==> src/rtl/stk_pkg.sv <==
package stk_pkg;
  localparam int AW = 32;
  localparam int DW = 32;
  localparam int HW = DW / 2;

  typedef enum logic [1:0] {
    OP_PUSH       = 2'd0,
    OP_POP        = 2'd1,
    OP_STORE_LIST = 2'd2,
    OP_LOAD_LIST  = 2'd3
  } stk_op_e;

  typedef enum logic [1:0] {
    ST_IDLE = 2'd0,
    ST_XFER = 2'd1,
    ST_FIN  = 2'd2
  } stk_state_e;

  // bytes moved per transfer
  function automatic logic [AW-1:0] stk_step(input logic is_long);
    return is_long ? AW'(4) : AW'(2);
  endfunction

  // keep the whole word, or only its low half zero-extended
  function automatic logic [DW-1:0] stk_narrow(input logic is_long, input logic [DW-1:0] v);
    return is_long ? v : {{HW{1'b0}}, v[HW-1:0]};
  endfunction
endpackage

==> src/rtl/stk_legal.sv <==
module stk_legal #(
  parameter int REG_N    = 8,
  parameter int MAX_LIST = 4,
  parameter int IDX_W    = 3,
  parameter int CNT_W    = 3
) (
  input  logic             is_list,
  input  logic [IDX_W-1:0] first,
  input  logic [CNT_W-1:0] count,
  input  logic             sp_odd,
  output logic             reject
);
  localparam int SW = IDX_W + CNT_W;
  localparam logic [SW-1:0]    END_LIM = SW'(REG_N);
  localparam logic [IDX_W-1:0] SP_IDX  = IDX_W'(REG_N - 1);

  logic [SW-1:0] end_x;
  logic          list_bad;
  logic          single_bad;

  always_comb begin
    end_x      = SW'(first) + SW'(count);
    list_bad   = (count < CNT_W'(2)) || (count > CNT_W'(MAX_LIST)) || (end_x >= END_LIM);
    single_bad = (first == SP_IDX);
    reject     = sp_odd || (is_list ? list_bad : single_bad);
  end
endmodule

==> src/rtl/stk_addr_unit.sv <==
module stk_addr_unit
  import stk_pkg::*;
(
  input  logic [AW-1:0] sp,
  input  logic          is_push,
  input  logic          is_long,
  output logic [AW-1:0] addr,
  output logic [AW-1:0] sp_next
);
  logic [AW-1:0] step;
  logic [AW-1:0] lowered;

  always_comb begin
    step    = stk_step(is_long);
    lowered = sp - step;
    addr    = is_push ? lowered : sp;
    sp_next = is_push ? lowered : sp + step;
  end
endmodule

==> src/rtl/stack_xfer_engine.sv <==
module stack_xfer_engine
  import stk_pkg::*;
#(
  parameter int REG_N    = 8,
  parameter int MAX_LIST = 4,
  localparam int IDX_W   = $clog2(REG_N),
  localparam int CNT_W   = $clog2(REG_N)
) (
  input  logic             clk,
  input  logic             rst_n,
  input  logic             start,
  input  logic [1:0]       op,
  input  logic             size_long,
  input  logic [IDX_W-1:0] reg_idx,
  input  logic [CNT_W-1:0] reg_cnt,
  input  logic [AW-1:0]    sp_in,
  output logic             busy,
  output logic             done,
  output logic             err,
  output logic             mem_req,
  output logic             mem_we,
  output logic [AW-1:0]    mem_addr,
  output logic [3:0]       mem_be,
  output logic [DW-1:0]    mem_wdata,
  input  logic [DW-1:0]    mem_rdata,
  input  logic             mem_ready,
  output logic [IDX_W-1:0] rf_raddr,
  input  logic [DW-1:0]    rf_rdata,
  output logic             rf_we,
  output logic [1:0]       rf_wmask,
  output logic [IDX_W-1:0] rf_waddr,
  output logic [DW-1:0]    rf_wdata,
  output logic             sp_we,
  output logic [AW-1:0]    sp_wdata
);
  stk_state_e       state_q;
  logic [AW-1:0]    sp_q;
  logic [IDX_W-1:0] cur_q;
  logic [CNT_W-1:0] rem_q;
  logic             is_push_q;
  logic             long_q;
  logic             down_q;
  logic             err_q;

  // named internal events
  logic          cmd_take;
  logic          cmd_illegal;
  logic          xfer_fire;
  logic          last_xfer;
  logic [AW-1:0] acc_addr;
  logic [AW-1:0] sp_after;
  stk_op_e       op_e;

  assign op_e      = stk_op_e'(op);
  assign cmd_take  = start && (state_q == ST_IDLE);
  assign xfer_fire = (state_q == ST_XFER) && mem_ready;
  assign last_xfer = xfer_fire && (rem_q == CNT_W'(1));

  stk_legal #(
    .REG_N(REG_N), .MAX_LIST(MAX_LIST), .IDX_W(IDX_W), .CNT_W(CNT_W)
  ) u_legal (
    .is_list(op[1]),
    .first  (reg_idx),
    .count  (reg_cnt),
    .sp_odd (sp_in[0]),
    .reject (cmd_illegal)
  );

  stk_addr_unit u_addr (
    .sp     (sp_q),
    .is_push(is_push_q),
    .is_long(long_q),
    .addr   (acc_addr),
    .sp_next(sp_after)
  );

  always_ff @(posedge clk or negedge rst_n) begin
    if (!rst_n) begin
      state_q   <= ST_IDLE;
      sp_q      <= '0;
      cur_q     <= '0;
      rem_q     <= '0;
      is_push_q <= 1'b0;
      long_q    <= 1'b0;
      down_q    <= 1'b0;
      err_q     <= 1'b0;
    end else begin
      err_q <= 1'b0;
      unique case (state_q)
        ST_IDLE: begin
          if (cmd_take) begin
            if (cmd_illegal) begin
              err_q <= 1'b1;
            end else begin
              state_q   <= ST_XFER;
              sp_q      <= sp_in;
              is_push_q <= ~op[0];
              long_q    <= op[1] | size_long;
              rem_q     <= op[1] ? reg_cnt : CNT_W'(1);
              down_q    <= (op_e == OP_STORE_LIST);
              cur_q     <= (op_e == OP_STORE_LIST)
                           ? reg_idx + IDX_W'(reg_cnt) - IDX_W'(1)
                           : reg_idx;
            end
          end
        end
        ST_XFER: begin
          if (xfer_fire) begin
            sp_q  <= sp_after;
            rem_q <= rem_q - CNT_W'(1);
            cur_q <= down_q ? cur_q - IDX_W'(1) : cur_q + IDX_W'(1);
            if (last_xfer) state_q <= ST_FIN;
          end
        end
        ST_FIN:  state_q <= ST_IDLE;
        default: state_q <= ST_IDLE;
      endcase
    end
  end

  assign busy      = (state_q == ST_XFER);
  assign done      = (state_q == ST_FIN);
  assign err       = err_q;

  assign mem_req   = busy;
  assign mem_we    = busy && is_push_q;
  assign mem_addr  = acc_addr;
  assign mem_be    = long_q ? 4'b1111 : 4'b0011;
  assign mem_wdata = stk_narrow(long_q, rf_rdata);

  assign rf_raddr  = cur_q;
  assign rf_we     = xfer_fire && !is_push_q;
  assign rf_waddr  = cur_q;
  assign rf_wmask  = long_q ? 2'b11 : 2'b01;
  assign rf_wdata  = stk_narrow(long_q, mem_rdata);

  assign sp_we     = xfer_fire;
  assign sp_wdata  = sp_after;
endmodule

==> config.mk <==
export PLATFORM = sky130hd
export DESIGN_NAME = stack_xfer_engine
export DESIGN_NICKNAME = d
export VERILOG_FILES = /design/src/rtl/stk_pkg.sv /design/src/rtl/stk_legal.sv /design/src/rtl/stk_addr_unit.sv /design/src/rtl/stack_xfer_engine.sv
export SDC_FILE = /design/constraint.sdc
export NUM_CORES = 1
export LEC_CHECK = 0
export ABC_AREA = 0
export CORE_AREA = 2 2 98 100
export CTS_CLUSTER_SIZE = 28
export DETAILED_ROUTE_END_ITERATION = 7
export DIE_AREA = 0 0 100 102
export DONT_BUFFER_PORTS = 1
export PLACE_DENSITY = 0.69
export SETUP_SLACK_MARGIN = 0.5
export SYNTH_ARGS = -nofsm -noshare
export SYNTH_HDL_FRONTEND = slang
export SYNTH_SLANG_ARGS = --single-unit
==> constraint.sdc <==
create_clock -name clk -period 8.45 [get_ports clk]
set_input_delay 0.845 -clock clk [delete_from_list [all_inputs] [get_ports clk]]
set_output_delay 0.845 -clock clk [all_outputs]
set_load 0.02 [all_outputs]
Yosys cells after proc, flatten, opt, wreduce, memory -nomap -nowiden
Index checks and enable logic that the tools add are counted.
{"block": "totals", "ff_bits": 44, "inputBits": 109, "output_inout_bits": 147}
{"block": "op_classes", "n_eq_ne": 9, "magnitude_cmp": 3, "n_reduce_logical": 14, "n_bitwise": 3, "mux": 31, "n_addsub": 8}
{"op": "32-bit 2-to-1 mux", "count": 7}
{"op": "32-bit one-hot mux with 2 select lines", "count": 1}
{"op": "32-bit adder", "count": 1}
{"op": "32-bit subtractor", "count": 1}
{"op": "3-bit 2-to-1 mux", "count": 10}
{"op": "3-bit one-hot mux with 2 select lines", "count": 2}
{"op": "2-bit 2-to-1 mux", "count": 5}
{"op": "3-bit by 1-bit subtractor with 3-bit output, second input constant", "count": 3}
{"op": "4-bit AND reduction", "count": 2}
{"op": "6-bit by 4-bit >= comparator with 1-bit output, second input constant", "count": 1}
{"op": "1-bit logical AND", "count": 5}
{"op": "3-bit by 3-bit adder with 4-bit output", "count": 1}
{"op": "2-bit == test, second input constant", "count": 2}
{"op": "1-bit 2-to-1 mux", "count": 4}
{"op": "4-bit 2-to-1 mux", "count": 1}
{"op": "2-bit by 1-bit inequality test with 1-bit output, second input constant", "count": 2}
{"op": "2-bit inequality test, second input constant", "count": 2}
{"op": "2-bit one-hot mux with 2 select lines", "count": 1}
{"op": "3-bit by 1-bit adder with 3-bit output, second input constant", "count": 1}
{"op": "3-bit adder", "count": 1}
{"op": "3-bit by 1-bit == test with 1-bit output, second input constant", "count": 1}
{"op": "3-bit == test, second input constant", "count": 1}
{"op": "3-bit greater-than comparator, second input constant", "count": 1}
{"op": "1-bit logical OR", "count": 3}
{"op": "other kinds (8)", "count": 9}

Longest topological paths before layout
Gate-level depths: netlist of the first run.
{"block": "depth", "word_depth": 8, "mapped_depth": 10, "mapped_depth_nobuf": 10}

Cells and area by module
From an unflattened synthesis of the first run, not the netlist that was laid out.
{"block": "unflattened", "cells_unflattened": 531, "area_unflattened_um2": 4357.9}
{"mod": "stack_xfer_engine", "seq_area_each_um2": 1101.1, "area_each_um2": 2763.9, "cells_each": 302, "n_inst": 1}
{"mod": "stk_addr_unit", "seq_area_each_um2": 0.0, "area_each_um2": 1505.2, "cells_each": 218, "n_inst": 1}
{"mod": "stk_legal", "seq_area_each_um2": 0.0, "area_each_um2": 88.8, "cells_each": 11, "n_inst": 1}

Worst setup path before layout of the first run
No wires, ideal clock.
{"block": "synth_path", "path_kind": "register to output", "from": "reg long_q", "to": "out mem_addr[25]", "required_ns": 7.605, "slack_ns": 4.839, "arrival_time_ns": 2.766, "stages_incl_launch_ff": 11, "path_cell_list": "dfrtp_1 > inv_1 > ha_1 > inv_1 > fa_1 > nor2b_1 > nand3_1 > nor2_2 > nand2_1 > nor3b_1 > xor2_1"}
{"block": "synth_between", "elab_chain_cells": 3}
{"element": "start, declared", "line_no": "stack_xfer_engine.sv:41", "text": "logic long_q;"}
{"element": "start signal, assigned", "line_no": "stack_xfer_engine.sv:98", "text": "long_q <= op[1] | size_long;"}
{"element": "3-bit 2-to-1 mux", "line_no": "stk_pkg.sv:21", "text": "return is_long ? AW'(4) : AW'(2);"}
{"element": "32-bit subtractor", "line_no": "stk_addr_unit.sv:15", "text": "lowered = sp - step;"}
{"element": "32-bit 2-to-1 mux", "line_no": "stk_addr_unit.sv:16", "text": "addr = is_push ? lowered : sp;"}
{"element": "end, declared", "line_no": "stack_xfer_engine.sv:22", "text": "output logic [AW-1:0] mem_addr,"}
Every way passes these cells.

Final worst setup path of the first run
Ends and elaborated chain as after synthesis.

==> flow_summary.ini, run 1 <==
[timing]
setup_viol_count_final = 0
fin_tns_setup_ns = 0
worst-slew-pin-transition_ns = 1.17
timing.fmax_mhz = 196
slew_headroom_pct = 21.9
final_hold_viol_count = 0
finClkSkew_ns = 0.00616
maxSlewViolCount = 0
rsz0062_at_grt = false
fin_crit_ns = 5.09
whs_ns = 0.221
timing.final.crit_share_pct = 60.3

[yosys]
synth_fa_ha_area_share_pct = 4.55
synth_ff_type = dfrtp_1
synth_area_um2 = 4620
yosys-mux-area-fraction_pct = 1.73
synth_top_family_by_area = simple AND/OR/NAND/NOR gates
synth_cell_type_count = 63
synth.avg_cell_area_um2 = 7.83
async_flop_share_pct = 100
synthCells = 590
ys_seq_elements = 44
synth_compound_area_share_pct = 16.6
synth_xor_area_share_pct = 11.5
yosys.area_share.simple_pct = 28.1
yosys_warnings = 0
ys_seq_area_share_pct = 23.8
synth_edf_count = 0

[finish]
final_layout_size_suffix_gt1_share_pct = 6.78
syn_to_final_growth_pct = -4.17
multi_input_area_um2 = 2900
layout_commonest_cell = nand2_1
layout_common_cells = nand2_1 (65), dfrtp_1 (44), and2_1 (34)
fillers = 907
n_antenna_cell = 0
regArea_um2 = 1100
final_nets = 639

[clock_tree]
cts_made_buffers = 5
ctsResizeCount = 0
clock_path_buffers = 2
cts_setup_buffers = 0
cts_sinks = 44
cts_max_level = 2
clk_latency_ns = 0.30
ctsHoldBuffers = 0
root_buffer = clkbuf_8
clkTransAtPathRegs_ns = 0.09
cts_tree = done

[floorplan]
io_pins = 256
die_x_um = 100
die-area_um2 = 10200
rows = 35
core_area_um2 = 9110
initial_core_util_pct = 50.7
die_h_um = 102

[power]
irDropWorstVdd_uv = 222
power.total_w = 0.00196
power_density_nw_per_um2 = 444
leakage_nw = 1.86

[outcome]
status = finished clean

[setup_path]
path_class = reg2out
max_stage_delay_ns = 1.13
r2r_end = sp_q[23]
cp_slowest_cell = dfrtp_1
required_ns = 7.61
r2r_setup_slack_ns = 4.31
worstPathMaxFanout = 37
r2r_cells = 8
startpoint_type = flip-flop
worstReg2RegStart = long_q
crit_end = mem_addr[25]
end_kind = output pin
arrival_ns = 4.25
crit_start = long_q
cp_cell_sequence = inv_1 > fa_1 > nor2b_1 > nand3_1 > nor2_2 > nand2_1 > nor3b_1 > xor2_1

[place]
place.gp.congestion = 0.864
dpl.hpwl_mm = 9.75
port_buffers = 0

[global_route]
antenna_found_initial = 0
gr-usage-all-layers_pct = 25.3
grt-ovfl-total = 0
grt_pass1_vias = 3875
grt_max_degree = 45
grt_first_pass_wirelength_mm = 20.5

[route]
wl_mm = 13.0
first_pass_iters = 4
drtAntennaViolNets = 0
drt-vias-per-instance = 6.20
wl_per_cell_um = 20.8
first_iter_violations = 200
route.detailed.drc = 0
vias = 3890

[job]
maxCapViolations = 0

[hold_path]
worstHoldPathType = in2async
flip-flops by register name, summed over array words and instances, names as in the netlist:
| signal | count |
|---|---|
| rf_raddr | 3 |
| rem_q | 3 |
| err | 1 |
| down_q | 1 |
| long_q | 1 |
| sp_q | 32 |
| state_q | 2 |
| is_push_q | 1 |
synth_stat cells, drive strengths merged (2+ instances only):
| master | count | area, µm² |
|---|---|---|
| inv | 22 | 82.6 |
| o22ai | 11 | 68.8 |
| a211oi | 2 | 15.0 |
| xor2 | 27 | 236 |
| dfrtp | 44 | 1100 |
| or2 | 2 | 12.5 |
| and2 | 35 | 219 |
| a21oi | 25 | 133 |
| and4 | 2 | 17.5 |
| a22oi | 2 | 15.0 |
| nand2b | 10 | 62.6 |
| clkinv | 2 | 7.51 |
| a21o | 11 | 82.6 |
| nor3b | 5 | 42.5 |
| clkbuf | 28 | 105 |
| and3 | 6 | 37.5 |
| buf | 61 | 433 |
| a22o | 2 | 17.5 |
| o21ai | 30 | 150 |
| o31a | 2 | 17.5 |
| ha | 12 | 150 |
| nand3b | 2 | 15.0 |
| nand4 | 5 | 31.3 |
| mux2i | 8 | 80.1 |
| or4 | 2 | 15.0 |
| a2bb2oi | 8 | 70.1 |
| fa | 3 | 60.1 |
| nor2 | 35 | 134 |
| nor2b | 7 | 43.8 |
| or3 | 4 | 35.0 |
| a31oi | 17 | 106 |
| nor3 | 21 | 120 |
| a32oi | 2 | 17.5 |
| o211ai | 3 | 22.5 |
| xnor2 | 33 | 297 |
| nand3 | 10 | 55.1 |
| nand2 | 65 | 244 |
| nor4 | 14 | 184 |
layer usage:
metal,GRT usage [%],part of all wire (%),vias to the layer above
met5,0,0,-
met4,6.74,1.8,0
met3,7.52,8.6,27
met2,38.9,45,163
met1,34.9,45,1877
li1,-,-,1823
how the worst min path moves through the flow:
stage	start	end	cells past startpoint	slack, ns
2_1_floorplan	rem_q[2]	state_q[1]	1	0.45
3_3_place_gp	rem_q[2]	state_q[1]	1	0.47
3_5_place_dp	rem_q[2]	state_q[1]	1	0.48
4_1_cts	rst_n	sp_q[8]	0	0.21
5_1_grt	rst_n	sp_q[10]	0	0.20
6_report	rst_n	sp_q[8]	0	0.22
cell type report:
cell class | count | share of cell area (%)
well taps | 111 | 3.14
inverters | 24 | 2.04
flip-flops and latches | 44 | 24.9
clock buffers | 5 | 1.55
multi-input cells | 435 | 65.5
repair buffers | 5 | 0.848
clock inverters | 3 | 2.04
power breakdown:
group          total (W)  switching (W)  internal, W
combinational    0.00115       0.000805     0.000347
sequential      0.000581       0.000273     0.000308
clock           0.000231      0.0000829     0.000148
critical path: cells and delay by family, from the launching register on:
| family | cells | cell delay [ns] |
|---|---|---|
| simple gates | 5 | 1.47 |
| flops | 1 | 1.13 |
| fa+ha+maj | 1 | 0.54 |
| xor+xnor | 1 | 0.41 |
| buf+inv | 1 | 0.39 |
metrics by stage:
stage / setup slack [ns] / cells / utilization, % / area (µm²)
floorplan: 4.84 / 592 / - / 4630
global placement: 3.86 / 619 / 46.8 / 4270
detailed placement: 3.72 / 619 / 46.8 / 4270
CTS: 3.36 / 627 / 48.6 / 4430
global route: 2.95 / 627 / 48.6 / 4430
finish: 3.36 / 627 / 48.6 / 4430
kinds of logic after synthesis:
group / Yosys count
AOI/OAI and AO/OA: 121
xor gates and xnor gates: 60
adders and majority gates: 15
buffers and inverters: 113
DFF: 44
muxes: 8
other: 1
and+or+nand+nor: 228
Power figures use the tool's default switching activity.
==> run 2, diff against run 1 <==
--- a/config.mk
+++ b/config.mk
@@ -5,13 +5,13 @@
 export SDC_FILE = /design/constraint.sdc
 export NUM_CORES = 1
 export LEC_CHECK = 0
-export ABC_AREA = 0
-export CORE_AREA = 2 2 98 100
+export ABC_AREA = 1
+export CORE_AREA = 2 2 99 101
 export CTS_CLUSTER_SIZE = 28
 export DETAILED_ROUTE_END_ITERATION = 7
-export DIE_AREA = 0 0 100 102
+export DIE_AREA = 0 0 101 103
 export DONT_BUFFER_PORTS = 1
-export PLACE_DENSITY = 0.69
+export PLACE_DENSITY = 0.78
 export SETUP_SLACK_MARGIN = 0.5
 export SYNTH_ARGS = -nofsm -noshare
 export SYNTH_HDL_FRONTEND = slang
==> constraint.sdc (replaced) <==
create_clock -name clk -period 4.9 [get_ports clk]
set_input_delay 0.49 -clock clk [delete_from_list [all_inputs] [get_ports clk]]
set_output_delay 0.49 -clock clk [all_outputs]
set_load 0.02 [all_outputs]
==> run 2 against run 1 <==
Compared with the run above:
- clock skew fell by 0.0010 ns
- worst setup slack worse by 1.8 ns
- core utilization grew 6.6 points
- total power increased by 100%
- critical path type unchanged
- critical endpoint unchanged
- largest power group unchanged
- highest routed layer unchanged
==> flow_summary.ini, run 2 <==
[outcome]
status = finished clean

[finish]
layout_commonest_cell = nand2_1
largest_reg_flops = 32
syn_to_final_growth_pct = -6.01
regMostFlops = sp_q
final_layout_size_suffix_gt1_share_pct = 6.10
final_nets = 1025
layout_common_cells = nand2_1 (335), nor2_1 (130), inv_1 (115)

[timing]
setup_ws_ns = 1.51
whs_ns = 0.00400
timing.fmax_mhz = 295
final_hold_viol_count = 0
setup_viol_count_final = 0
rsz0062_at_grt = false
fin_tns_setup_ns = 0
finClkSkew_ns = 0.00515
timing.final.crit_share_pct = 69.2
fin_crit_ns = 3.39
worst-slew-pin-transition_ns = 1.11
maxSlewViolCount = 0
slew_headroom_pct = 25.7

[floorplan]
die_h_um = 103
die-area_um2 = 10400
initial_core_util_pct = 58.7
rows = 36
die_x_um = 101
core_area_um2 = 9460
io_pins = 256

[power]
p_int_w = 0.00134
irDropWorstVdd_uv = 463
leakage_nw = 2.90
power.total_w = 0.00396
p_clk_share_pct = 7.5
power_frac_seq_pct = 23.2
power_density_nw_per_um2 = 758
p_sw_w = 0.00262
swShare_pct = 66.1
p_comb_share_pct = 69.4

[route]
drt-vias-per-instance = 5.50
first_iter_violations = 382
first_pass_iters = 6
wl_mm = 15.6
drtAntennaViolNets = 0
wl_per_cell_um = 15.3
vias = 5595
route.detailed.drc = 0

[yosys]
synth_common_cells = nand2_1 (335), nor2_1 (130), inv_1 (116)
synthCells = 982
synth.avg_cell_area_um2 = 5.66
yosys_warnings = 0
synth_cell_type_count = 36
ys_seq_elements = 44
synth_edf_count = 0
synthTopCellsByArea = nand2_1 (23%), dfrtp_1 (20%), nor2_1 (8.8%), nand3_1 (8.0%), inv_1 (7.8%)
synth_area_um2 = 5560
synth_area_leader_cell = nand2_1
synth.most_common_cell = nand2_1
ys_seq_area_share_pct = 19.8
synth.top_cell.area_share_pct = 22.6
synth_ff_type = dfrtp_1
async_flop_share_pct = 100

[setup_path]
startpoint_type = flip-flop
worstPathMaxFanout = 7
path_class = reg2out
arrival_ns = 2.90
required_ns = 4.41
end_kind = output pin
r2r_setup_slack_ns = 2.05

[hold_path]
worstHoldPathType = in2async

[clock_tree]
clk_latency_ns = 0.31
clock_path_buffers = 2
clkTransAtPathRegs_ns = 0.10
root_buffer = clkbuf_8
cts_tree = done
cts_made_buffers = 5
cts_max_level = 2
cts_sinks = 44
ctsResizeCount = 0

[place]
dpl.hpwl_mm = 11.8
port_buffers = 0
place.gp.congestion = 1.03
dp_slack_ns = 1.82

[job]
maxCapViolations = 0

[global_route]
grt-ovfl-total = 0
gr-usage-all-layers_pct = 30.3
grt_max_degree = 58
grt_pass1_vias = 5030
antenna_found_initial = 1
grt_first_pass_wirelength_mm = 25.0
## run 2: cell count changes after synthesis, sizes merged, moves of 14 or more
cell / previous run / this run
a21oi: 25 / 8
a31oi: 17 / 0
and2: 35 / 2
buf: 61 / 79
inv: 22 / 117
nand2: 65 / 343
nand3: 10 / 90
nor2: 35 / 152
nor3: 21 / 2
nor4: 14 / 0
o21ai: 30 / 75
xnor2: 33 / 6
xor2: 27 / 9
## run 2: final timing paths
kind	start	end	cells past startpoint
hold / removal	rst_n	sp_q[11]	1
hold reg to reg	sp_q[31]	sp_q[31]	2
max in group asynchronous	rst_n	long_q	1
min in group clk	op[0]	is_push_q	1
setup reg to reg	state_q[1]	rf_raddr[1]	10
setup / recovery	long_q	mem_addr[25]	12
## run 2: kinds of logic after synthesis
group | share of synthesized area [%]
AOI/OAI and AO/OA | 8.31
xor gates and xnor gates | 2.36
adders and majority gates | 3.78
buffers and inverters | 19.9
DFF | 19.8
other | 0.0675
and+or+nand+nor | 45.8
## run 2: timing repair
item | 4_1_cts | 5_1_grt
hold buffers | 1 | 0
hold endpoints to repair | 44 | 0
buffers inserted | 0 | 0
## run 2: cell type report
cell class / count / area, µm²
clock buffer: 5 / 68.8
timing repair buffer: 5 / 57.6
clock inverter: 3 / 42.5
tap: 114 / 143
multi-input combinational: 726 / 3360
sequential: 44 / 1100
fill: 994 / 4240
inverter: 119 / 447
antenna: 1 / 2.50
## run 2: power groups by stage
stage	combinational, W	sequential (W)	clock (W)
finish	0.00275	0.000917	0.000296
global route	0.00308	0.000954	0.000314
CTS	0.00276	0.000908	0.000301
detailed placement	0.00274	0.000913	0
global placement	0.00270	0.000912	0
floorplan	0.00269	0.000653	0
## run 2: worst max-delay path: stages, from the launching register on
cell and delay (ns):
dfrtp_2 0.41, inv_1 0.18, ha_1 0.18, inv_1 0.06, fa_1 0.50, nor2_4 0.14
nand2_1 0.07, nor2_2 0.26, nand2_2 0.18, nor2_2 0.14, nand3_1 0.08, nand3_1 0.13
o21ai_0 0.27
## run 2: stage by stage
| step | std cells | instance area, µm² | util (%) |
|---|---|---|---|
| 3_3_place_gp | 1007 | 5080 | 53.7 |
| 6_report | 1017 | 5220 | 55.2 |
| 4_1_cts | 1016 | 5220 | 55.2 |
| 2_1_floorplan | 984 | 5560 | - |
| 3_5_place_dp | 1007 | 5080 | 53.7 |
| 5_1_grt | 1017 | 5220 | 55.2 |
## run 2: metal layers
metal	global-route usage (%)	part of all wire (%)
met4	9.67	2.8
met1	38.6	42
met2	52.6	48
met5	0	0
met3	5.08	7.8
